**config.mk**
```make
export PLATFORM = sky130hd
export DESIGN_NAME = sclRateGen
export DESIGN_NICKNAME = d
export VERILOG_FILES = /design/src/rtl/sclRatePkg.sv /design/src/rtl/sclTimingPath.sv /design/src/rtl/sclPhaseCtl.sv /design/src/rtl/sclRateGen.sv
export SDC_FILE = /design/constraint.sdc
export NUM_CORES = 1
export LEC_CHECK = 0
export BUFFER_PORTS_ARGS = -buffer_cell sky130_fd_sc_hd__buf_4
export CAP_MARGIN = 30
export CELL_PAD_IN_SITES_DETAIL_PLACEMENT = 0
export CELL_PAD_IN_SITES_GLOBAL_PLACEMENT = 1
export CORE_MARGIN = 1.5
export CORE_UTILIZATION = 46
export CTS_BUF_LIST = sky130_fd_sc_hd__clkbuf_2
export CTS_CLUSTER_SIZE = 8
export DETAILED_ROUTE_END_ITERATION = 10
export GPL_TIMING_DRIVEN = 0
export PLACE_DENSITY_LB_ADDON = 0.3
export SKIP_CTS_REPAIR_TIMING = 1
export SYNTH_ARGS = -nofsm -noshare
export SYNTH_HDL_FRONTEND = slang
export SYNTH_HIERARCHICAL = 1
export SYNTH_SLANG_ARGS = --single-unit
```
**constraint.sdc**
```tcl
create_clock -name clk -period 2.9 [get_ports clk]
set_clock_uncertainty 0.1 [all_clocks]
set_input_delay 0.435 -clock clk [delete_from_list [all_inputs] [get_ports clk]]
set_output_delay 0.435 -clock clk [all_outputs]
set_load 0.1 [all_outputs]
```
**src/rtl/sclRatePkg.sv**
```systemverilog
package sclRatePkg;
  // Control-to-datapath requests, one cycle each
  typedef struct packed {
    logic clear;   // park the counter at zero and take the current code
    logic wrap;    // period boundary: restart count and take the current code
  } ctlStrobe_t;
endpackage

```
**src/rtl/sclTimingPath.sv**
```systemverilog
module sclTimingPath #(
  parameter int CNT_W = 12
) (
  input  logic                   clk,
  input  logic                   rstN,
  input  logic [5:0]             divCode,
  input  sclRatePkg::ctlStrobe_t ctl,
  output logic                   atStart,
  output logic                   atEnd,
  output logic                   atHalf,
  output logic                   atSda,
  output logic                   inHigh
);
  // SCL/SDA tap pair picked by index J
  function automatic logic [15:0] tapPair(input logic [2:0] j);
    case (j)
      3'd0: tapPair = {8'd9, 8'd3};
      3'd1: tapPair = {8'd10, 8'd3};
      3'd2: tapPair = {8'd12, 8'd4};
      3'd3: tapPair = {8'd15, 8'd4};
      3'd4: tapPair = {8'd5, 8'd1};
      3'd5: tapPair = {8'd6, 8'd1};
      3'd6: tapPair = {8'd7, 8'd2};
      default: tapPair = {8'd8, 8'd2};
    endcase
  endfunction

  // Lead delay and tap step picked by index I
  function automatic logic [15:0] chainPair(input logic [2:0] i);
    case (i)
      3'd0: chainPair = {8'd4, 8'd1};
      3'd1: chainPair = {8'd4, 8'd2};
      3'd2: chainPair = {8'd6, 8'd4};
      3'd3: chainPair = {8'd6, 8'd8};
      3'd4: chainPair = {8'd14, 8'd16};
      3'd5: chainPair = {8'd30, 8'd32};
      3'd6: chainPair = {8'd62, 8'd64};
      default: chainPair = {8'd126, 8'd128};
    endcase
  endfunction

  logic [2:0]       idxJ, idxI;
  logic [7:0]       sclTap, sdaTap, lead, step;
  logic [CNT_W-1:0] halfNext, holdNext;
  logic [CNT_W-1:0] halfQ, holdQ, cnt;
  logic [CNT_W-1:0] lastCnt, sdaCnt;

  assign idxJ = {divCode[5], divCode[1], divCode[0]};
  assign idxI = divCode[4:2];
  assign {sclTap, sdaTap} = tapPair(idxJ);
  assign {lead, step}     = chainPair(idxI);

  // Half period = lead + (sclTap-1)*step + 2 ; full period is twice that
  assign halfNext = CNT_W'(lead) + CNT_W'(sclTap - 8'd1) * CNT_W'(step) + CNT_W'(2);
  assign holdNext = CNT_W'(lead) + CNT_W'(sdaTap - 8'd1) * CNT_W'(step) + CNT_W'(3);

  always_ff @(posedge clk or negedge rstN) begin
    if (!rstN) begin
      cnt   <= '0;
      halfQ <= '0;
      holdQ <= '0;
    end else if (ctl.clear || ctl.wrap) begin
      cnt   <= '0;
      halfQ <= halfNext;
      holdQ <= holdNext;
    end else begin
      cnt <= cnt + CNT_W'(1);
    end
  end

  assign lastCnt = {halfQ[CNT_W-2:0], 1'b0} - CNT_W'(1);
  assign sdaCnt  = halfQ + holdQ;

  assign atStart = (cnt == '0);
  assign atEnd   = (cnt == lastCnt);
  assign atHalf  = (cnt == halfQ);
  assign atSda   = (cnt == sdaCnt);
  assign inHigh  = (cnt < halfQ);
endmodule

```
**src/rtl/sclPhaseCtl.sv**
```systemverilog
module sclPhaseCtl (
  input  logic                   clk,
  input  logic                   rstN,
  input  logic                   enable,
  input  logic                   atStart,
  input  logic                   atEnd,
  input  logic                   atHalf,
  input  logic                   atSda,
  input  logic                   inHigh,
  output sclRatePkg::ctlStrobe_t ctl,
  output logic                   sclPhase,
  output logic                   sclRise,
  output logic                   sclFall,
  output logic                   sdaStrobe
);
  logic running;   // counter is live this cycle
  logic wrapped;   // at least one period boundary since enable

  always_ff @(posedge clk or negedge rstN) begin
    if (!rstN) begin
      running <= 1'b0;
      wrapped <= 1'b0;
    end else begin
      running <= enable;
      if (!enable)
        wrapped <= 1'b0;
      else if (running && atEnd)
        wrapped <= 1'b1;
    end
  end

  always_comb begin
    ctl.clear = !enable || !running;
    ctl.wrap  = running && atEnd;
  end

  assign sclPhase  = !running || inHigh;
  assign sclFall   = running && atHalf;
  assign sdaStrobe = running && atSda;
  assign sclRise   = running && wrapped && atStart;
endmodule

```
**src/rtl/sclRateGen.sv**
```systemverilog
module sclRateGen #(
  parameter int CNT_W = 12
) (
  input  logic       clk,
  input  logic       rstN,
  input  logic       enable,
  input  logic [5:0] divCode,
  output logic       sclPhase,
  output logic       sclRise,
  output logic       sclFall,
  output logic       sdaStrobe
);
  sclRatePkg::ctlStrobe_t ctl;
  logic atStart, atEnd, atHalf, atSda, inHigh;

  sclTimingPath #(.CNT_W(CNT_W)) i_path (
    .clk(clk), .rstN(rstN), .divCode(divCode), .ctl(ctl),
    .atStart(atStart), .atEnd(atEnd), .atHalf(atHalf), .atSda(atSda), .inHigh(inHigh)
  );

  sclPhaseCtl i_ctl (
    .clk(clk), .rstN(rstN), .enable(enable),
    .atStart(atStart), .atEnd(atEnd), .atHalf(atHalf), .atSda(atSda), .inHigh(inHigh),
    .ctl(ctl), .sclPhase(sclPhase), .sclRise(sclRise), .sclFall(sclFall),
    .sdaStrobe(sdaStrobe)
  );
endmodule

```
==> flow_metrics.tcl <==
set metrics [dict create \
    final_layout_size_suffix_gt1_frac 0.239 \
    cp.arrival_ps 5050 \
    crit_family "adder cells" \
    ff2ff_setup_slack_ps -320 \
    violations "negative setup slack" \
    grt_remaining_overflow 0 \
    vias 5006 \
    start_util 0.473 \
    status "complete, but fails checks" \
    grt.met1_usage 0.263 \
    row_count 42 \
    crit_type "in2reg" \
    track_usage 0.212 \
    gp_congestion 0.866 \
    clock_path_buffers 2 \
    yosysWarnings 6 \
    avgViaCountPerCell 5.21 \
    synthTopCellsByArea "fa_1 20%, ha_1 18%, dfrtp_1 15%" \
    synth_xor_area_frac 0.102 \
    crit_required_ps 3100 \
    synth_edf_count 0 \
    peakVddDrop_uv 257 \
    clkTransAtPathRegs_ps 220 \
    grt_start_max_net_pins 39 \
    dp_hpwl_um 11900 \
    async_flop_share 1.00 \
    crit_slowest_cell "fa_1" \
    relSlewSlack 0.626 \
    drc 0 \
    final_nets 942 \
    max_stage_delay_ps 550 \
    syn_area_per_cell_um2 8.70 \
    dpl_cell_area_um2 7180 \
    powerDensity_nw_per_um2 645 \
    grt-busiest-layer "met2" \
    antenna_found_initial 1 \
    final_cell_mix "84 x nor2_1, 82 x inv_1, 59 x fa_1, 59 x ha_1, 36 x xnor2_1" \
    min_period_over_period 1.67 \
    clock_sinks 38 \
    p_leak_nw 3.53 \
    ios 13 \
    synth.area.mux_share 0.00839 \
    first_iter_violations 156 \
    ys_types 63 \
    synth-compound-area-share 0.107 \
    synth-seq-cells 38 \
    first_global_vias 5107 \
    clock_latency_ps 430 \
    synth_top_area_share 0.198 \
    die_area_um2 14300 \
    core-area_um2 13200 \
    rsz0062_at_grt "yes" \
    cts-root-buf "clkbuf_2" \
    max-cap-violations 0 \
    htree_num_levels 2 \
    slew_violations 0 \
    tightest_slew_ps 555 \
    fp.dieH_um 120 \
    synthCells 720 \
    path_cells "buf_8, buf_8, xor2_2, ha_2, ha_4, inv_1, or2_2, fa_2, fa_1, inv_1, fa_1, fa_1, ha_1, ha_1, and3_1, a2111oi_4, xnor2_1, o21ai_1" \
    use_met2 0.388 \
    numPortBuffers 10 \
    total_power_w 0.00497 \
    synth-simple-area-share 0.176 \
    synth_area_um2 6260 \
    ys.flop_type "dfrtp_1" \
    grtUsageMet3 0.0147 \
    hold_viol_final 0 \
    yosysSeqAreaShare 0.152 \
    path_common_cell "fa_1" \
    synth_top_family_by_area "adder cells" \
    setup_viol 37 \
    timing.critical_path.buf_inv 4 \
    synthAdderAreaFrac 0.374 \
    grt_pass1_wl_um 24400 \
    die_width_um 120 \
    yosysTopAreaCell "fa_1" \
    cp_max_fo 6 \
    max_freq_mhz 206 \
    tritoncts "done" \
    holdCritPathClass "in2async" \
    start_kind "primary input" \
    routed_wl_um 14600 \
    cts_made_buffers 5 \
    post-route-min-period_ps 4850 \
    wl_per_cell_um 15.2 \
    endpoint_kind "register" \
    drtPass1Iterations 4 \
    ant_nets 0 \
    final_common_cell "nor2_1" \
    stdcell_area_um2 7710 \
    layout_setup_ws_ps -1950 \
    syn_to_final_growth_pct 23.2 \
]
-- sequential cells by signal (all words and copies together) (netlist names) --
name,flops
i_path/cnt,12
i_path/halfQ,12
i_path/holdQ,12
i_ctl/running,1
i_ctl/wrapped,1
-- worst reg2reg max path, cell delays in order, from the launching register on --
cell,delay [ps]
dfrtp_1,500
inv_1,150
ha_2,230
nor2b_1,230
nand4_1,170
or4_1,490
a2111oi_4,420
and2_4,230
or2_2,230
clkbuf_4,240
nor2_1,60
a21oi_1,130
-- kinds of logic (layout without fill, tap and decap cells) --
logic type,after synthesis,count (layout)
other cells,2,22
buf+inv,128,173
flops,38,38
compound gates,97,97
fa+ha+maj,150,150
mux,4,4
xor+xnor,72,72
simple gates,229,229
-- routing by layer --
| metal | wire (um) | part of all wire | up-vias |
|---|---|---|---|
| li1 | - | - | 2477 |
| met4 | 240 | 0.016 | 0 |
| met1 | 6370 | 0.44 | 2438 |
| met3 | 291 | 0.020 | 18 |
| met5 | 0 | 0 | - |
| met2 | 7680 | 0.53 | 73 |
-- worst paths after layout --
kind                       cells after the start            start          endpoint
hold / removal                                 2             rstN     i_path/cnt[7]
max in group asynchronous                      2             rstN   i_path/halfQ[2]
setup reg to reg                              11  i_path/halfQ[0]   i_path/halfQ[8]
min in group clk                               1    i_ctl/wrapped     i_ctl/wrapped
hold reg to reg                                1    i_ctl/wrapped     i_ctl/wrapped
setup / recovery                              18       divCode[5]  i_path/holdQ[11]
-- final cells by class --
cell class,count,area [um2]
fill,1201,5530
sequential,38,958
multi-input combinational,573,5560
inverter,102,385
tap,176,220
timing repair buffer,39,329
clock buffer,5,25.0
antenna,1,2.50
buffer,24,184
clock inverter,3,45.0
-- stage by stage --
step / hold slack (ps) / instances / TNS, ps / setup WS [ps] / utilization
CTS: -179 / 933 / -48940 / -2190 / 0.547
floorplan: 39.4 / 739 / -25630 / -2040 / -
finish: 366 / 961 / -30770 / -1950 / 0.582
detailed placement: 328 / 925 / -55440 / -2680 / 0.542
global route: 364 / 961 / -36240 / -2100 / 0.582
global placement: 320 / 925 / -56030 / -2670 / 0.542
-- cells in the mapped netlist, types with 2 or more instances --
cell       count
o21ai_0       19
inv_1        102
nand4_1        6
nand3_1       18
and3_1         7
conb_1         2
a2111o_1       2
or4_1          3
nor2b_1        3
o21ai_1        3
a2111oi_4      2
and4_1         2
nor3b_1        3
and2_1         4
nor4_1         8
o311ai_0       3
a2111oi_0      2
fa_1          62
a21o_1         7
buf_2          4
o21bai_1       2
xor2_1        32
or2_2          7
nor3_1         5
xnor2_1       39
o21a_1         4
nor2_1        97
ha_1          88
nand2b_1      10
and2_2         2
a211o_1        3
nand2_1       39
nor4b_1        2
clkbuf_1      19
a31oi_1        5
dfrtp_1       38
a211oi_1       2
mux2i_1        3
buf_1          2
a21oi_1       32
or3_1          4
nand3b_1       2
-- where the power goes --
group / leakage [nW] / switching [W] / total, W / internal [W]
Combinational: 3.03 / 0.00196 / 0.00374 / 0.00179
Sequential: 0.469 / 0.000218 / 0.000897 / 0.000678
Clock: 0.0352 / 0.000189 / 0.000334 / 0.000145
Total: 3.53 / 0.00236 / 0.00497 / 0.00261
Note: power is estimated with default switching activity, not from simulation.
